<file path="config.mk">
export PLATFORM = sky130hd
export DESIGN_NAME = pp_interp_fir
export DESIGN_NICKNAME = d
export VERILOG_FILES = /design/src/rtl/pp_fir_pkg.sv /design/src/rtl/pp_fir_cfg.sv /design/src/rtl/pp_fir_mem.sv /design/src/rtl/pp_fir_seq.sv /design/src/rtl/pp_fir_rail.sv /design/src/rtl/pp_interp_fir.sv
export SDC_FILE = /design/constraint.sdc
export NUM_CORES = 2
export LEC_CHECK = 0
export ABC_AREA = 1
export CAP_MARGIN = 10
export CORE_MARGIN = 4
export CORE_UTILIZATION = 50
export CTS_CLUSTER_DIAMETER = 30
export DETAILED_ROUTE_END_ITERATION = 12
export GPL_ROUTABILITY_DRIVEN = 0
export PLACE_DENSITY = 0.69
export SYNTH_ARGS = -nofsm -noshare
export SYNTH_HDL_FRONTEND = slang
export SYNTH_SLANG_ARGS = --single-unit
export TNS_END_PERCENT = 30
</file>
<file path="constraint.sdc">
create_clock -name clk_i -period 12.3 [get_ports clk_i]
set_input_delay 2.46 -clock clk_i [delete_from_list [all_inputs] [get_ports clk_i]]
set_output_delay 2.46 -clock clk_i [all_outputs]
set_load 0.01 [all_outputs]
</file>
<file path="src/rtl/pp_fir_pkg.sv">
package pp_fir_pkg;
  typedef enum logic [1:0] {
    ST_IDLE = 2'd0,
    ST_MAC  = 2'd1,
    ST_EMIT = 2'd2
  } fir_state_e;

  localparam logic [1:0] SEL_REG  = 2'd0;
  localparam logic [1:0] SEL_COEF = 2'd1;
  localparam logic [1:0] SEL_DATA = 2'd2;

  localparam int REG_NTAPS = 0;
  localparam int REG_TPP   = 1;
  localparam int REG_OFF   = 2;
  localparam int REG_SCALE = 3;
endpackage

</file>
<file path="src/rtl/pp_fir_cfg.sv">
module pp_fir_cfg
  import pp_fir_pkg::*;
#(
  parameter int CA_W = 7,
  parameter int DA_W = 4,
  parameter int SC_W = 3
) (
  input  logic            clk_i,
  input  logic            rst_ni,
  input  logic            we_i,
  input  logic [CA_W-1:0] addr_i,
  input  logic [CA_W-1:0] data_i,
  output logic [CA_W-1:0] ntaps_m1_o,
  output logic [DA_W-1:0] tpp_m1_o,
  output logic [CA_W-1:0] coef_off_o,
  output logic [SC_W-1:0] scale_o
);
  always_ff @(posedge clk_i or negedge rst_ni) begin
    if (!rst_ni) begin
      ntaps_m1_o <= '0;
      tpp_m1_o   <= '0;
      coef_off_o <= '0;
      scale_o    <= '0;
    end else if (we_i) begin
      if (addr_i == CA_W'(REG_NTAPS)) ntaps_m1_o <= data_i;
      if (addr_i == CA_W'(REG_TPP))   tpp_m1_o   <= data_i[DA_W-1:0];
      if (addr_i == CA_W'(REG_OFF))   coef_off_o <= data_i;
      if (addr_i == CA_W'(REG_SCALE)) scale_o    <= data_i[SC_W-1:0];
    end
  end
endmodule

</file>
<file path="src/rtl/pp_fir_mem.sv">
module pp_fir_mem #(
  parameter int DW   = 16,
  parameter int CW   = 16,
  parameter int NTAP = 128,
  parameter int NTPP = 16,
  localparam int CA_W = $clog2(NTAP),
  localparam int DA_W = $clog2(NTPP)
) (
  input  logic            clk_i,
  input  logic            rst_ni,
  input  logic            cw_en_i,
  input  logic [CA_W-1:0] cw_addr_i,
  input  logic [CW-1:0]   cw_data_i,
  input  logic            dw_en_i,
  input  logic [DA_W-1:0] dw_addr_i,
  input  logic [DW-1:0]   dw_i_i,
  input  logic [DW-1:0]   dw_q_i,
  input  logic            push_i,
  input  logic [DW-1:0]   push_i_i,
  input  logic [DW-1:0]   push_q_i,
  input  logic [CA_W-1:0] c_raddr_i,
  input  logic [DA_W-1:0] d_back_i,
  output logic [CW-1:0]   coef_o,
  output logic [DW-1:0]   x_i_o,
  output logic [DW-1:0]   x_q_o
);
  logic [CW-1:0]   cmem [NTAP];
  logic [DW-1:0]   dm_i [NTPP];
  logic [DW-1:0]   dm_q [NTPP];
  logic [DA_W-1:0] wp, wp_nx, rd_idx;

  assign wp_nx  = wp + DA_W'(1);
  assign rd_idx = wp - d_back_i;

  // memories carry no reset: contents survive rst_ni
  always_ff @(posedge clk_i) begin
    if (cw_en_i) cmem[cw_addr_i] <= cw_data_i;
  end

  always_ff @(posedge clk_i) begin
    if (push_i) begin
      dm_i[wp_nx] <= push_i_i;
      dm_q[wp_nx] <= push_q_i;
    end else if (dw_en_i) begin
      dm_i[dw_addr_i] <= dw_i_i;
      dm_q[dw_addr_i] <= dw_q_i;
    end
  end

  always_ff @(posedge clk_i or negedge rst_ni) begin
    if (!rst_ni)     wp <= '0;
    else if (push_i) wp <= wp_nx;
  end

  assign coef_o = cmem[c_raddr_i];
  assign x_i_o  = dm_i[rd_idx];
  assign x_q_o  = dm_q[rd_idx];
endmodule

</file>
<file path="src/rtl/pp_fir_seq.sv">
module pp_fir_seq
  import pp_fir_pkg::*;
#(
  parameter int CA_W = 7,
  parameter int DA_W = 4
) (
  input  logic            clk_i,
  input  logic            rst_ni,
  input  logic            in_valid_i,
  input  logic [CA_W-1:0] ntaps_m1_i,
  input  logic [DA_W-1:0] tpp_m1_i,
  input  logic [CA_W-1:0] coef_off_i,
  output logic            ready_o,
  output logic            push_o,
  output logic            mac_en_o,
  output logic            mac_first_o,
  output logic            emit_o,
  output logic [CA_W-1:0] c_raddr_o,
  output logic [DA_W-1:0] d_back_o
);
  fir_state_e      st;
  logic [DA_W-1:0] k;
  logic [CA_W:0]   rel, rel_nx;
  logic            last_phase;

  assign ready_o     = (st == ST_IDLE);
  assign push_o      = ready_o && in_valid_i;
  assign mac_en_o    = (st == ST_MAC);
  assign mac_first_o = (k == '0);
  assign emit_o      = (st == ST_EMIT);
  assign d_back_o    = k;

  // phase base is tracked relative to the offset: no divide by T needed
  assign rel_nx     = rel + (CA_W+1)'(tpp_m1_i) + (CA_W+1)'(1);
  assign last_phase = rel_nx > (CA_W+1)'(ntaps_m1_i);
  assign c_raddr_o  = coef_off_i + rel[CA_W-1:0] + CA_W'(k);

  always_ff @(posedge clk_i or negedge rst_ni) begin
    if (!rst_ni) begin
      st  <= ST_IDLE;
      k   <= '0;
      rel <= '0;
    end else begin
      case (st)
        ST_IDLE: begin
          if (push_o) begin
            st  <= ST_MAC;
            k   <= '0;
            rel <= '0;
          end
        end
        ST_MAC: begin
          if (k == tpp_m1_i) st <= ST_EMIT;
          else               k  <= k + DA_W'(1);
        end
        ST_EMIT: begin
          k <= '0;
          if (last_phase) begin
            st <= ST_IDLE;
          end else begin
            st  <= ST_MAC;
            rel <= rel_nx;
          end
        end
        default: st <= ST_IDLE;
      endcase
    end
  end
endmodule

</file>
<file path="src/rtl/pp_fir_rail.sv">
module pp_fir_rail #(
  parameter int DW   = 16,
  parameter int CW   = 16,
  parameter int NTPP = 16,
  parameter int SC_W = 3,
  localparam int ACC_W = DW + CW + $clog2(NTPP),
  localparam int EW    = ACC_W + 1,
  localparam int SH_W  = $clog2(CW) + 1
) (
  input  logic            clk_i,
  input  logic            rst_ni,
  input  logic            mac_en_i,
  input  logic            mac_first_i,
  input  logic            emit_i,
  input  logic [CW-1:0]   coef_i,
  input  logic [DW-1:0]   x_i,
  input  logic [SC_W-1:0] scale_i,
  output logic [DW-1:0]   y_o
);
  localparam logic signed [EW-1:0] Y_MAX = EW'((64'sd1 <<< (DW-1)) - 64'sd1);
  localparam logic signed [EW-1:0] Y_MIN = ~Y_MAX;

  logic signed [DW+CW-1:0] prod;
  logic signed [ACC_W-1:0] acc;
  logic        [SH_W-1:0]  sh_amt;
  logic signed [EW-1:0]    rnd, shifted;
  logic        [DW-1:0]    y_d;

  assign prod = $signed(coef_i) * $signed(x_i);

  always_ff @(posedge clk_i or negedge rst_ni) begin
    if (!rst_ni)       acc <= '0;
    else if (mac_en_i) acc <= mac_first_i ? ACC_W'(prod) : acc + ACC_W'(prod);
  end

  // coefficients are Q15; scale s cuts the shift from 15 to 15-s
  always_comb begin
    sh_amt  = SH_W'(CW - 1) - SH_W'(scale_i);
    rnd     = EW'(1) <<< (sh_amt - SH_W'(1));
    shifted = (EW'(acc) + rnd) >>> sh_amt;
    if (shifted > Y_MAX)      y_d = Y_MAX[DW-1:0];
    else if (shifted < Y_MIN) y_d = Y_MIN[DW-1:0];
    else                      y_d = shifted[DW-1:0];
  end

  always_ff @(posedge clk_i or negedge rst_ni) begin
    if (!rst_ni)     y_o <= '0;
    else if (emit_i) y_o <= y_d;
  end
endmodule

</file>
<file path="src/rtl/pp_interp_fir.sv">
module pp_interp_fir
  import pp_fir_pkg::*;
#(
  parameter int DW   = 16,
  parameter int CW   = 16,
  parameter int NTAP = 128,
  parameter int NTPP = 16,
  parameter int SC_W = 3,
  localparam int CA_W = $clog2(NTAP),
  localparam int DA_W = $clog2(NTPP)
) (
  input  logic            clk_i,
  input  logic            rst_ni,
  input  logic            cfg_we_i,
  input  logic [1:0]      cfg_sel_i,
  input  logic [CA_W-1:0] cfg_addr_i,
  input  logic [2*DW-1:0] cfg_data_i,
  input  logic            in_valid_i,
  input  logic [DW-1:0]   in_i_i,
  input  logic [DW-1:0]   in_q_i,
  output logic            in_ready_o,
  output logic            out_valid_o,
  output logic [DW-1:0]   out_i_o,
  output logic [DW-1:0]   out_q_o
);
  logic [CA_W-1:0] ntaps_m1, coef_off, c_raddr;
  logic [DA_W-1:0] tpp_m1, d_back;
  logic [SC_W-1:0] scale;
  logic            reg_we, coef_we, data_we;
  logic            push, mac_en, mac_first, emit;
  logic [CW-1:0]   coef;
  logic [DW-1:0]   xs [2];
  logic [DW-1:0]   ys [2];

  assign reg_we  = cfg_we_i && (cfg_sel_i == SEL_REG);
  assign coef_we = cfg_we_i && (cfg_sel_i == SEL_COEF);
  assign data_we = cfg_we_i && (cfg_sel_i == SEL_DATA);

  pp_fir_cfg #(.CA_W(CA_W), .DA_W(DA_W), .SC_W(SC_W)) u_cfg (
    .clk_i      (clk_i),
    .rst_ni     (rst_ni),
    .we_i       (reg_we),
    .addr_i     (cfg_addr_i),
    .data_i     (cfg_data_i[CA_W-1:0]),
    .ntaps_m1_o (ntaps_m1),
    .tpp_m1_o   (tpp_m1),
    .coef_off_o (coef_off),
    .scale_o    (scale)
  );

  pp_fir_seq #(.CA_W(CA_W), .DA_W(DA_W)) u_seq (
    .clk_i       (clk_i),
    .rst_ni      (rst_ni),
    .in_valid_i  (in_valid_i),
    .ntaps_m1_i  (ntaps_m1),
    .tpp_m1_i    (tpp_m1),
    .coef_off_i  (coef_off),
    .ready_o     (in_ready_o),
    .push_o      (push),
    .mac_en_o    (mac_en),
    .mac_first_o (mac_first),
    .emit_o      (emit),
    .c_raddr_o   (c_raddr),
    .d_back_o    (d_back)
  );

  pp_fir_mem #(.DW(DW), .CW(CW), .NTAP(NTAP), .NTPP(NTPP)) u_mem (
    .clk_i     (clk_i),
    .rst_ni    (rst_ni),
    .cw_en_i   (coef_we),
    .cw_addr_i (cfg_addr_i),
    .cw_data_i (cfg_data_i[CW-1:0]),
    .dw_en_i   (data_we),
    .dw_addr_i (cfg_addr_i[DA_W-1:0]),
    .dw_i_i    (cfg_data_i[DW-1:0]),
    .dw_q_i    (cfg_data_i[2*DW-1:DW]),
    .push_i    (push),
    .push_i_i  (in_i_i),
    .push_q_i  (in_q_i),
    .c_raddr_i (c_raddr),
    .d_back_i  (d_back),
    .coef_o    (coef),
    .x_i_o     (xs[0]),
    .x_q_o     (xs[1])
  );

  for (genvar r = 0; r < 2; r++) begin : g_rail
    pp_fir_rail #(.DW(DW), .CW(CW), .NTPP(NTPP), .SC_W(SC_W)) u_rail (
      .clk_i       (clk_i),
      .rst_ni      (rst_ni),
      .mac_en_i    (mac_en),
      .mac_first_i (mac_first),
      .emit_i      (emit),
      .coef_i      (coef),
      .x_i         (xs[r]),
      .scale_i     (scale),
      .y_o         (ys[r])
    );
  end

  always_ff @(posedge clk_i or negedge rst_ni) begin
    if (!rst_ni) out_valid_o <= 1'b0;
    else         out_valid_o <= emit;
  end

  assign out_i_o = ys[0];
  assign out_q_o = ys[1];
endmodule

</file>
==> reports/metrics.cfg <==
[floorplanning]
die_area_sq_um=285000
die_h_um=534
io_pins=111
core_region_area_sq_um=274000
die_width_um=534
row_count=192
initial_utilization=0.504

[setup_path]
cp-start-kind=flop
rr_worst_depth=47
crit_required_ns=13.05
slowest_stage=fa_4
cpPeakStageDelay_ns=0.92
cp_data_arrival_time_ns=12.65
cp_max_fo=46
crit_type=flop to flop
end_kind=flop

[hold_path]
hp-class=flop to flop
whs_path_depth=2

[run_status]
status=completed

[grt]
antenna_found_initial=11
grt_pass1_wl_mm=612
grtUsageTotal=0.279
overflow=0
grt_pass1_vias=101000
grt_max_degree=133

[clocking]
cts_tree=built
cts_max_path_buffers=4
clk_pin_slew_worst_paths_ns=0.05
cts_sinks=2704
hold_buffers=0
root_buffer=clkbuf_16
numCtsBuffers=464
clock_latency_ns=1.01
cts_max_level=5

[yosys]
synthCells=12400
synth_cell_types=75
yosysSeqAreaShare=0.583
ys.warnings.count=0
async_reset_ff_frac=0.0533
ys_seq_elements=2704
syn_area_per_cell_sq_um=11.1
netlist_area_sq_um=138000
synth_ff_type=edfxtp_1
synth_edf_count=2560

[cells_and_area]
final_cell_mix=2560 x edfxtp_1, 2525 x nand2_1, 1136 x inv_1, 969 x a21oi_1, 949 x nor2_1
layout-drive-gt1-share=0.112
fin_nets=13700
fill_cells=21400
area_growth_pct=17.1
final_common_cell=edfxtp_1

[detailed_routing]
drc=0
post_drt_wl_per_cell_um=24.2
vias=102000
viasPerCell=6.02
drt_iter0_drc=13300
totalWireLength_mm=410
drt-pass1-iter-count=8
ant_nets=0

[placed_design]
post-place-ws_ns=0.0874
hpwlAfterDp_mm=255
io_buffers=110

[sta]
slew_viol_final=0
setup_slack_ns=0.401
worstMarginPinSlew_ns=1.21
setup_viol=0
max-slew-margin-rel=0.192
fin_crit_ns=11.90
hold_viol_final=0
period_share=0.967
fin_skew_ns=0.124
fmax_ghz=0.0840

[run]
max-cap-violations=0

stage by stage:
| step | utilization | cell area [sq um] | hold WS [ns] | setup TNS, ns | std cells |
|---|---|---|---|---|---|
| floorplan | - | 138000 | 0.453 | 0 | 12500 |
| global placement | 0.528 | 145000 | 0.468 | 0 | 16000 |
| detailed placement | 0.528 | 145000 | 0.468 | 0 | 16000 |
| CTS | 0.588 | 161000 | 0.482 | 0 | 16900 |
| global route | 0.589 | 162000 | 0.502 | -0.0665 | 16900 |
| finish | 0.589 | 162000 | 0.478 | 0 | 16900 |
cell usage after synthesis (14+ instances only):
master	instances	area, sq um
a21oi_1	970	4850
a221o_1	25	250
a221oi_1	198	1730
a311o_1	14	140
a311oi_1	23	201
a31oi_1	73	457
a32o_1	137	1370
buf_1	51	191
buf_2	333	1670
buf_4	81	608
buf_6	27	304
clkbuf_1	195	732
dfrtp_1	144	3600
edfxtp_1	2560	76900
fa_1	535	10700
ha_1	290	3630
inv_1	1140	4280
inv_2	28	105
mux2i_1	150	1500
nand2_1	2531	9500
nand3_1	517	2590
nand4_1	24	150
nor2_1	973	3650
nor2_2	17	106
nor3_1	44	220
o211ai_1	76	571
o21a_1	37	278
o21ai_0	721	3610
o21bai_1	14	105
o221ai_1	63	552
o22ai_1	107	669
o311ai_0	22	193
or2_2	22	138
xnor2_1	61	534
xor2_1	74	648
what timing repair did:
action | CTS | global route
endpoints found under the setup margin | 0 | 23
resized for setup | 0 | 67
setup buffers | 0 | 16
cell families (layout without fill, tap and decap cells):
kind of cell             Yosys count  after routing  share of synthesized area
AO/OA/AOI/OAI                   2567           2567                      0.114
XOR/XNOR                         138            138                    0.00899
adder cells (fa/ha/maj)          825            825                      0.104
buffers and inverters           1859           2626                     0.0572
flip-flops                      2704           2704                      0.583
multiplexers                     151            151                     0.0110
other                              1             21                  0.0000271
AND/OR/NAND/NOR                 4202           4202                      0.123
layer usage:
metal / GRT usage / wire length, um
met5: 0 / 21
met4: 0.144 / 23000
met3: 0.0528 / 42900
met2: 0.450 / 193000
met1: 0.362 / 151000
critical path: cells and delay by family (launching register included):
| family | cells | cell delay [ns] |
|---|---|---|
| adders and majority gates | 11 | 5.19 |
| AOI/OAI and AO/OA | 11 | 2.47 |
| and+or+nand+nor | 11 | 1.69 |
| buffers and inverters | 13 | 1.66 |
| DFF | 1 | 0.45 |
| xor gates and xnor gates | 1 | 0.18 |
flip-flops by register name (all words and copies together), names as in the netlist:
signal	flops
u_mem.dm_i	256
u_cfg.scale_o	3
out_valid_o	1
g_rail.u_rail.y_o	32
u_cfg.tpp_m1_o	4
u_cfg.coef_off_o	7
u_seq.d_back_o	4
u_mem.wp	4
u_cfg.ntaps_m1_o	7
u_mem.dm_q	256
u_mem.cmem	2048
g_rail.u_rail.acc	72
u_seq.rel	8
u_seq.st	2
worst paths after layout:
| kind | end | slack (ns) | from |
|---|---|---|---|
| min in group asynchronous | g_rail[0].u_rail.acc[29] | 1.61 | rst_ni |
| setup / recovery | g_rail[0].u_rail.acc[35] | 0.40 | u_seq.d_back_o[1] |
| setup reg to reg | g_rail[0].u_rail.acc[35] | 0.40 | u_seq.d_back_o[1] |
| hold / removal | g_rail[1].u_rail.y_o[0] | 0.48 | g_rail[1].u_rail.y_o[0] |
| hold reg to reg | g_rail[1].u_rail.y_o[0] | 0.48 | g_rail[1].u_rail.y_o[0] |
| max in group asynchronous | u_cfg.scale_o[2] | 9.14 | rst_ni |
layout make-up:
type                            count  area, sq um  share of cell area
Clock inverter                    357         4420              0.0273
Antenna cell                       11         27.5            0.000170
Multi-Input combinational cell   7893        50200               0.311
Sequential cell                  2704        80500               0.498
Clock buffer                      509        12000              0.0742
Inverter                         1172         4490              0.0278
Timing Repair inverter              2         22.5            0.000139
Tap cell                         3686         4610              0.0285
Timing Repair Buffer              586         5450              0.0337
Power is not shown: default switching activity piles up to over one toggle a cycle in this logic, so the estimate is an artifact.
